--- config.mk ---
export PLATFORM = sky130hd
export DESIGN_NAME = eint_ctrl
export DESIGN_NICKNAME = d
export VERILOG_FILES = /design/src/rtl/eint_pkg.sv /design/src/rtl/eint_sync.sv /design/src/rtl/eint_detect.sv /design/src/rtl/eint_regs.sv /design/src/rtl/eint_ctrl.sv
export SDC_FILE = /design/constraint.sdc
export NUM_CORES = 1
export LEC_CHECK = 0
export BUFFER_PORTS_ARGS = -buffer_cell sky130_fd_sc_hd__buf_2
export CAP_MARGIN = 20
export CORE_MARGIN = 1
export CORE_UTILIZATION = 60
export DETAILED_ROUTE_END_ITERATION = 8
export PLACE_DENSITY = 0.83
export SYNTH_ARGS = -nofsm -noshare
export SYNTH_HDL_FRONTEND = slang
export SYNTH_SLANG_ARGS = --single-unit
--- constraint.sdc ---
create_clock -name clk -period 2.8 [get_ports clk]
set_input_delay 0.28 -clock clk [delete_from_list [all_inputs] [get_ports clk]]
set_output_delay 0.28 -clock clk [all_outputs]
set_load 0.1 [all_outputs]
--- src/rtl/eint_pkg.sv ---
package eint_pkg;
  typedef logic [1:0] reg_addr_t;
  localparam reg_addr_t ADDR_TRIG = 2'd0;
  localparam reg_addr_t ADDR_PEND = 2'd1;
  localparam reg_addr_t ADDR_MASK = 2'd2;

  typedef struct packed {
    logic lo;
    logic hi;
    logic fall;
    logic rise;
  } trig_sel_t;

  // Turn a 3-bit trigger code into the detectors it enables.
  function automatic trig_sel_t decode_trig(input logic [2:0] code);
    trig_sel_t t;
    t = '0;
    case (code)
      3'b000: t.lo = 1'b1;
      3'b001: t.hi = 1'b1;
      3'b010: t.fall = 1'b1;
      3'b100: t.rise = 1'b1;
      3'b110, 3'b111: begin t.fall = 1'b1; t.rise = 1'b1; end
      default: t = '0;
    endcase
    return t;
  endfunction
endpackage

--- src/rtl/eint_sync.sv ---
module eint_sync #(
  parameter int N      = 16,
  parameter int STAGES = 2
) (
  input  logic         clk,
  input  logic         rst,
  input  logic [N-1:0] pin,
  output logic [N-1:0] cur,
  output logic [N-1:0] prev
);
  logic [N-1:0] chain [STAGES];
  logic [N-1:0] prev_q;

  always_ff @(posedge clk) begin
    if (rst) begin
      for (int s = 0; s < STAGES; s++) chain[s] <= '1;
      prev_q <= '1;
    end else begin
      chain[0] <= pin;
      for (int s = 1; s < STAGES; s++) chain[s] <= chain[s-1];
      prev_q <= chain[STAGES-1];
    end
  end

  assign cur  = chain[STAGES-1];
  assign prev = prev_q;
endmodule

--- src/rtl/eint_detect.sv ---
module eint_detect
  import eint_pkg::*;
#(
  parameter int N      = 16,
  parameter int CODE_W = 3,
  localparam int NPAIR = N / 2
) (
  input  logic [NPAIR*CODE_W-1:0] codes,
  input  logic [N-1:0]            cur,
  input  logic [N-1:0]            prev,
  output logic [N-1:0]            hit
);
  for (genvar i = 0; i < N; i++) begin : g_line
    localparam int PAIR = i / 2;
    trig_sel_t sel;
    assign sel = decode_trig(codes[PAIR*CODE_W +: CODE_W]);
    assign hit[i] = (sel.lo   & ~cur[i])
                  | (sel.hi   &  cur[i])
                  | (sel.fall &  prev[i] & ~cur[i])
                  | (sel.rise & ~prev[i] &  cur[i]);
  end
endmodule

--- src/rtl/eint_regs.sv ---
module eint_regs
  import eint_pkg::*;
#(
  parameter int N       = 16,
  parameter int DATA_W  = 32,
  parameter int CODE_W  = 3,
  parameter int FIELD_W = 4,
  localparam int NPAIR  = N / 2
) (
  input  logic                    clk,
  input  logic                    rst,
  input  logic                    bus_we,
  input  reg_addr_t               bus_addr,
  input  logic [DATA_W-1:0]       bus_wdata,
  input  logic [N-1:0]            hit,
  output logic [NPAIR*CODE_W-1:0] codes,
  output logic [DATA_W-1:0]       trig_word,
  output logic [N-1:0]            pend,
  output logic [N-1:0]            mask
);
  logic [NPAIR*CODE_W-1:0] codes_q;
  logic [N-1:0] pend_q, mask_q, ack_bits;
  logic wr_trig, wr_pend, wr_mask;
  logic [NPAIR*CODE_W-1:0] codes_wr;

  assign wr_trig  = bus_we && (bus_addr == ADDR_TRIG);
  assign wr_pend  = bus_we && (bus_addr == ADDR_PEND);
  assign wr_mask  = bus_we && (bus_addr == ADDR_MASK);
  assign ack_bits = wr_pend ? bus_wdata[N-1:0] : '0;

  for (genvar p = 0; p < NPAIR; p++) begin : g_pair
    assign codes_wr[p*CODE_W +: CODE_W] = bus_wdata[p*FIELD_W +: CODE_W];
    assign trig_word[p*FIELD_W +: FIELD_W] =
      {{(FIELD_W-CODE_W){1'b0}}, codes_q[p*CODE_W +: CODE_W]};
  end
  if (DATA_W > NPAIR*FIELD_W) begin : g_pad
    assign trig_word[DATA_W-1:NPAIR*FIELD_W] = '0;
  end

  always_ff @(posedge clk) begin
    if (rst) begin
      codes_q <= '0;
      pend_q  <= '0;
      mask_q  <= '1;
    end else begin
      if (wr_trig) codes_q <= codes_wr;
      if (wr_mask) mask_q  <= bus_wdata[N-1:0];
      pend_q <= (pend_q & ~ack_bits) | hit;
    end
  end

  logic unused_wdata;
  assign unused_wdata = ^bus_wdata;

  assign codes = codes_q;
  assign pend  = pend_q;
  assign mask  = mask_q;


  ack_clear_chk: assert property (@(posedge clk) disable iff (rst)
    wr_pend |=> ((pend_q & $past(bus_wdata[N-1:0] & ~hit)) == '0));


  set_wins_chk: assert property (@(posedge clk) disable iff (rst)
    (|hit) |=> ((pend_q & $past(hit)) == $past(hit)));


  mask_hold_chk: assert property (@(posedge clk) disable iff (rst)
    !wr_mask |=> $stable(mask_q));
endmodule

--- src/rtl/eint_ctrl.sv ---
module eint_ctrl
  import eint_pkg::*;
#(
  parameter int N        = 16,
  parameter int DATA_W   = 32,
  parameter int SYNC_STG = 2,
  parameter int GRP0_END = 3,
  parameter int GRP1_END = 11,
  localparam int CODE_W  = 3,
  localparam int FIELD_W = 4,
  localparam int NPAIR   = N / 2,
  localparam int NGRP    = 3
) (
  input  logic              clk,
  input  logic              rst,
  input  logic [N-1:0]      pin_in,
  input  logic              bus_we,
  input  logic [1:0]        bus_addr,
  input  logic [DATA_W-1:0] bus_wdata,
  output logic [DATA_W-1:0] bus_rdata,
  output logic [NGRP-1:0]   irq_grp
);
  localparam int GRP_LO [NGRP] = '{0, GRP0_END + 1, GRP1_END + 1};
  localparam int GRP_HI [NGRP] = '{GRP0_END, GRP1_END, N - 1};

  logic [N-1:0] cur, prev, hit, pend, mask, live;
  logic [NPAIR*CODE_W-1:0] codes;
  logic [DATA_W-1:0] trig_word, rdata_q;
  logic [NGRP-1:0] irq_q;

  eint_sync #(.N(N), .STAGES(SYNC_STG)) u_sync (
    .clk(clk), .rst(rst), .pin(pin_in), .cur(cur), .prev(prev));

  eint_detect #(.N(N), .CODE_W(CODE_W)) u_detect (
    .codes(codes), .cur(cur), .prev(prev), .hit(hit));

  eint_regs #(.N(N), .DATA_W(DATA_W), .CODE_W(CODE_W), .FIELD_W(FIELD_W)) u_regs (
    .clk(clk), .rst(rst), .bus_we(bus_we), .bus_addr(bus_addr),
    .bus_wdata(bus_wdata), .hit(hit), .codes(codes), .trig_word(trig_word),
    .pend(pend), .mask(mask));

  assign live = pend & ~mask;

  for (genvar g = 0; g < NGRP; g++) begin : g_grp
    localparam logic [N-1:0] SPAN =
      ({N{1'b1}} >> (N - 1 - GRP_HI[g])) & ({N{1'b1}} << GRP_LO[g]);
    always_ff @(posedge clk) begin
      if (rst) irq_q[g] <= 1'b0;
      else     irq_q[g] <= |(live & SPAN);
    end


    grp_source_chk: assert property (@(posedge clk) disable iff (rst)
      irq_q[g] |-> $past(|(pend & ~mask & SPAN)));
  end

  always_ff @(posedge clk) begin
    if (rst) rdata_q <= '0;
    else begin
      case (bus_addr)
        ADDR_TRIG: rdata_q <= trig_word;
        ADDR_PEND: rdata_q <= {{(DATA_W-N){1'b0}}, pend};
        ADDR_MASK: rdata_q <= {{(DATA_W-N){1'b0}}, mask};
        default:   rdata_q <= '0;
      endcase
    end
  end

  assign bus_rdata = rdata_q;
  assign irq_grp   = irq_q;
endmodule

== Word-level counts from Yosys, hierarchy flattened ==
Memories as Yosys holds them, arrays and structs flattened.
Cells that the tools add are included.
Word-level totals
  register bits: 107
  RAM bits: 32
  input bits: 53
  word-level logic and storage cells: 304
  memories: 1
Memories
  u_sync.chain: words 2, width 16, rd ports 2, clocked after memory_dff 0, write ports 2, RTL line eint_sync.sv:11  | logic [N-1:0] chain [STAGES];
Cells by class
  equal/unequal tests: 42
  mux-type cells: 39
  bitwise gates (word level): 183
  reduce and logical (&&, ||, !) cells: 31
Operators by type and width (count)
  1-bit bitwise AND: 96
  31-bit one-hot mux with 3 select lines: 1
  3-bit equality test (second input constant): 24
  1-bit OR: 50
  16-bit 2-to-1 mux: 3
  3-bit OR reduction: 16
  1-bit 2-to-1 mux: 35
  16-bit bitwise AND: 2
  1-bit inverter: 32
  16-bit inverter: 2
  3-bit by 1-bit equality test with 1-bit output (second input constant): 8
  3-bit by 2-bit equality test with 1-bit output (second input constant): 8
  3-bit logical NOT: 8
  16-bit OR: 1
  4-bit OR reduction: 2
  8-bit OR reduction: 1
  1-bit logical AND: 3
  2-bit by 1-bit equality test with 1-bit output (second input constant): 1
  2-bit equality test (second input constant): 1
  2-bit logical NOT: 1

== Depth between registers and ports, before layout ==
  depth after elaboration: 8
  gate-level depth with buffers: 7
  depth with buffers taken out: 4

== Hierarchy ==
Synthesis repeated with hierarchy kept, for this count alone.
Unflattened totals
  cells, all modules: 643
  area total of the unflattened synthesis: 6262.3 um^2
By module, submodules not included
  eint_regs: times used 1, cells an instance 277, area an instance 2663.8 um^2, seq. area each 1121.1 um^2
  eint_sync: times used 1, cells an instance 117, area an instance 1422.6 um^2, seq. area each 960.9 um^2
  eint_ctrl: times used 1, cells an instance 141, area an instance 1395.1 um^2, seq. area each 700.7 um^2
  eint_detect: times used 1, cells an instance 108, area an instance 780.7 um^2, seq. area each 0.0 um^2

== Least setup slack after synthesis ==
No wires, ideal clock.
  path type: input to register
  start point: input port bus_addr[1]
  end point: register u_regs.mask_q[14], in the netlist u_regs.mask[14]
  library setup time: 0.120 ns
  data arrival time: 1.149 ns
  slack: 1.531 ns
  stages: 6
  path through: buf_4 nor2b_4 and2_1 buf_4 nor2_1 a211o_1
Between the ends
  longest elaborated chain between the ends: 2
Ends and longest elaborated chain
  from (decl): RTL line eint_ctrl.sv:18  | input logic [1:0] bus_addr,
  2-bit equality test: RTL line eint_regs.sv:28  | assign wr_mask = bus_we && (bus_addr == ADDR_MASK);
  1-bit logical AND: RTL line eint_regs.sv:28
  to (signal assigned): RTL line eint_regs.sv:47  | if (wr_mask) mask_q <= bus_wdata[N-1:0];
  to (decl): RTL line eint_regs.sv:22  | logic [N-1:0] pend_q, mask_q, ack_bits;
Every way passes these cells.
A chain may end at the register's enable or synchronous reset.

== Final worst setup path ==
Ends and elaborated chain as after synthesis.

==> metrics.csv <==
metric;value;unit
worst_ep_required_time;3.20;ns
critPathSlowestCell;and2_1;
crit_arrival;1.94;ns
min_path_type;primary input to register;
postCtsSetupBuffers;0;
end_kind;register;
ant_nets;0;
path_clk_slew;0.06;ns
path_cells;buf_2 -> nor2b_4 -> and2_1 -> nor2_1 -> a211o_1;
placedCellCount;761;
syn_avg_cell_area;8.92;um2
synth_top_area_share;50.3;%
drc_errors;0;
htree_levels;4;
synth_cells;603;
numCtsBuffers;17;
wl_per_cell;15.1;um
clk_latency;0.51;ns
place.gp.congestion;0.800;
fp-row-count;34;
cts_tree;yes;
intPower;3.52;mW
cts_root_buf;clkbuf_8;
synth_area_leaders;dfxtp_1 (50%), or2_2 (6.4%), nand2_1 (5.8%);
die_area;0.00935;mm2
stdcell_count;816;
grt_pass1_wl;20800;um
power.density;717;mW/mm2
ys_seq_elements;135;
routed_wl;12300;um
critical_path.startpoint_type;primary input;
boundaryPins;88;
max_stage_delay;0.54;ns
ir_drop;0.431;mV
via_per_inst;5.56;
die_height;96.7;um
hold_viol_final;0;
slew_violations;0;
gr-total-overflow;0;
crit_fanout;16;
critPathKind;primary input to register;
seq_area_frac_synth;50.3;%
cap_violations;0;
grt_max_degree;82;
p_leak;2.79;nW
nets;748;
yosys-top-cells-count;dfxtp_1 (135), nand2_1 (83), a21oi_1 (55), or2_2 (55), nor2_1 (51);
fillers;559;
initial_core_util;62.0;%
yosysUniqueCellTypes;31;
yosysMostFrequentCell;dfxtp_1;
pwr-share-clk;45.4;%
combPwrFrac;10.7;%
clk_path_buf_depth;2;
fin_crit_sh;54.9;%
rsz0062_at_grt;false;
place_hpwl;7420;um
antenna_found_initial;0;
ys.warnings.count;0;
worstMarginPinSlew;0.705;ns
switching_share;25.5;%
die_x;96.7;um
skew;0.00465;ns
period_needed;1.54;ns
seqPwrFrac;43.9;%
core_area;0.00868;mm2
port_buffers;79;
finalSetupTns;0;ns
via_count;4534;
grt_usage;27.6;%
ctsResizeCount;0;
syn-cell-area;0.00538;mm2
synth_top_cell_by_area;dfxtp_1;
setup_viol;0;
grt_pass1_vias;4487;
async_flop_share;0;%
cts.sinks;135;
hold_buffers;23;
slew_headroom;53.0;%
drive_gt1_share;25.7;%
drt_pre_antenna_iters;5;
synth_enable_flop_cells;0;
area_growth;22.6;%
synth-main-ff-cell;dfxtp_1;
p_sw;1.20;mW
fmax;0.651;GHz
n_antenna_cell;0;
dr.first_iter.drc_count;226;
status;completed;
==> kinds of logic (layout without fill, tap and decap cells) <==
| family | count (synthesis) | after routing | synth area share (%) |
|---|---|---|---|
| simple gates | 267 | 267 | 25.9 |
| flops | 135 | 135 | 50.3 |
| compound gates | 103 | 103 | 11.8 |
| buf+inv | 55 | 157 | 4.82 |
| xor+xnor | 30 | 30 | 4.89 |
| mux | 12 | 12 | 2.23 |
| other cells | 1 | 4 | 0.0697 |
==> layout by cell type, fill, tap and decap left out, drive strengths merged <==
cell,instances
dfxtp,135
buf,86
nand2,83
or2,55
a21oi,55
nor2,51
nand3b,40
dlygate4sd3,23
clkbuf,21
o22ai,18
inv,16
xor2,16
and2,14
xnor2,14
mux2i,12
nor3,9
a31oi,8
nand3,8
a221oi,6
a211oi,6
clkinv,6
a211o,4
a22oi,4
conb,4
clkinvlp,3
nor2b,3
nor3b,2
nand2b,2
a21o,2
bufinv,2
==> final cells by class <==
cell class	instances	area (um2)	share of cell area, %
inverter	16	60.1	0.911
clock inverter	11	124	1.88
tap	108	135	2.05
sequential	135	2700	41.0
clock buffer	21	459	6.97
multi-input combinational	416	2430	36.9
timing repair buffer	109	681	10.3
==> state kept, by name (all words and copies together), names as in the netlist <==
name          count
bus_rdata        28
u_sync.chain     32
u_sync.prev      16
u_regs.mask      16
u_regs.codes     24
irq_grp           3
u_regs.pend      16
==> path summary, 6_finish.rpt <==
path	start	cells past startpoint	slack [ns]	to
max	bus_addr[1]	5	1.26	u_regs.mask[14]
min	bus_wdata[16]	3	0.01	u_regs.codes[12]
max reg2reg	u_regs.codes[18]	4	1.57	u_regs.pend[13]
min reg2reg	u_sync.chain[0][5]	1	0.41	u_sync.chain[0][21]
==> critical path: cells and delay by family <==
kind	cells	cell delay, ns
simple gates	3	0.94
buf+inv	1	0.42
compound gates	1	0.29
==> per-stage QoR <==
step | worst slack [ns] | hold slack [ns] | power, mW | cell area, um2 | util (%)
5_1_grt | 1.15 | 0.0137 | 4.88 | 6590 | 76.0
3_5_place_dp | 0.821 | 0.393 | 2.58 | 5780 | 66.6
6_report | 1.26 | 0.0105 | 4.73 | 6590 | 76.0
2_1_floorplan | 1.53 | 0.384 | 2.47 | 5390 | -
4_1_cts | 1.24 | 0.000946 | 4.74 | 6590 | 76.0
3_3_place_gp | 0.854 | 0.391 | 2.56 | 5780 | 66.6
==> layer usage <==
metal / share of wire [%] / wire length [um] / global-route usage (%) / vias to the layer above
li1: - / - / - / 2194
met1: 42 / 5130 / 33.3 / 2146
met2: 51 / 6250 / 47.8 / 165
met3: 5.6 / 684 / 5.42 / 29
met4: 1.9 / 229 / 11.5 / 0
met5: 0 / 0 / 0 / -
==> power by group through the flow <==
stage          registers, mW  logic [mW]  clock network (mW)
2_1_floorplan           2.21       0.259                   0
6_report                2.08       0.504                2.15
5_1_grt                 2.09       0.545                2.25
3_3_place_gp            2.11       0.455                   0
4_1_cts                 2.07       0.500                2.16
3_5_place_dp            2.12       0.466                   0
No activity file was read; power rests on OpenSTA's default activity.
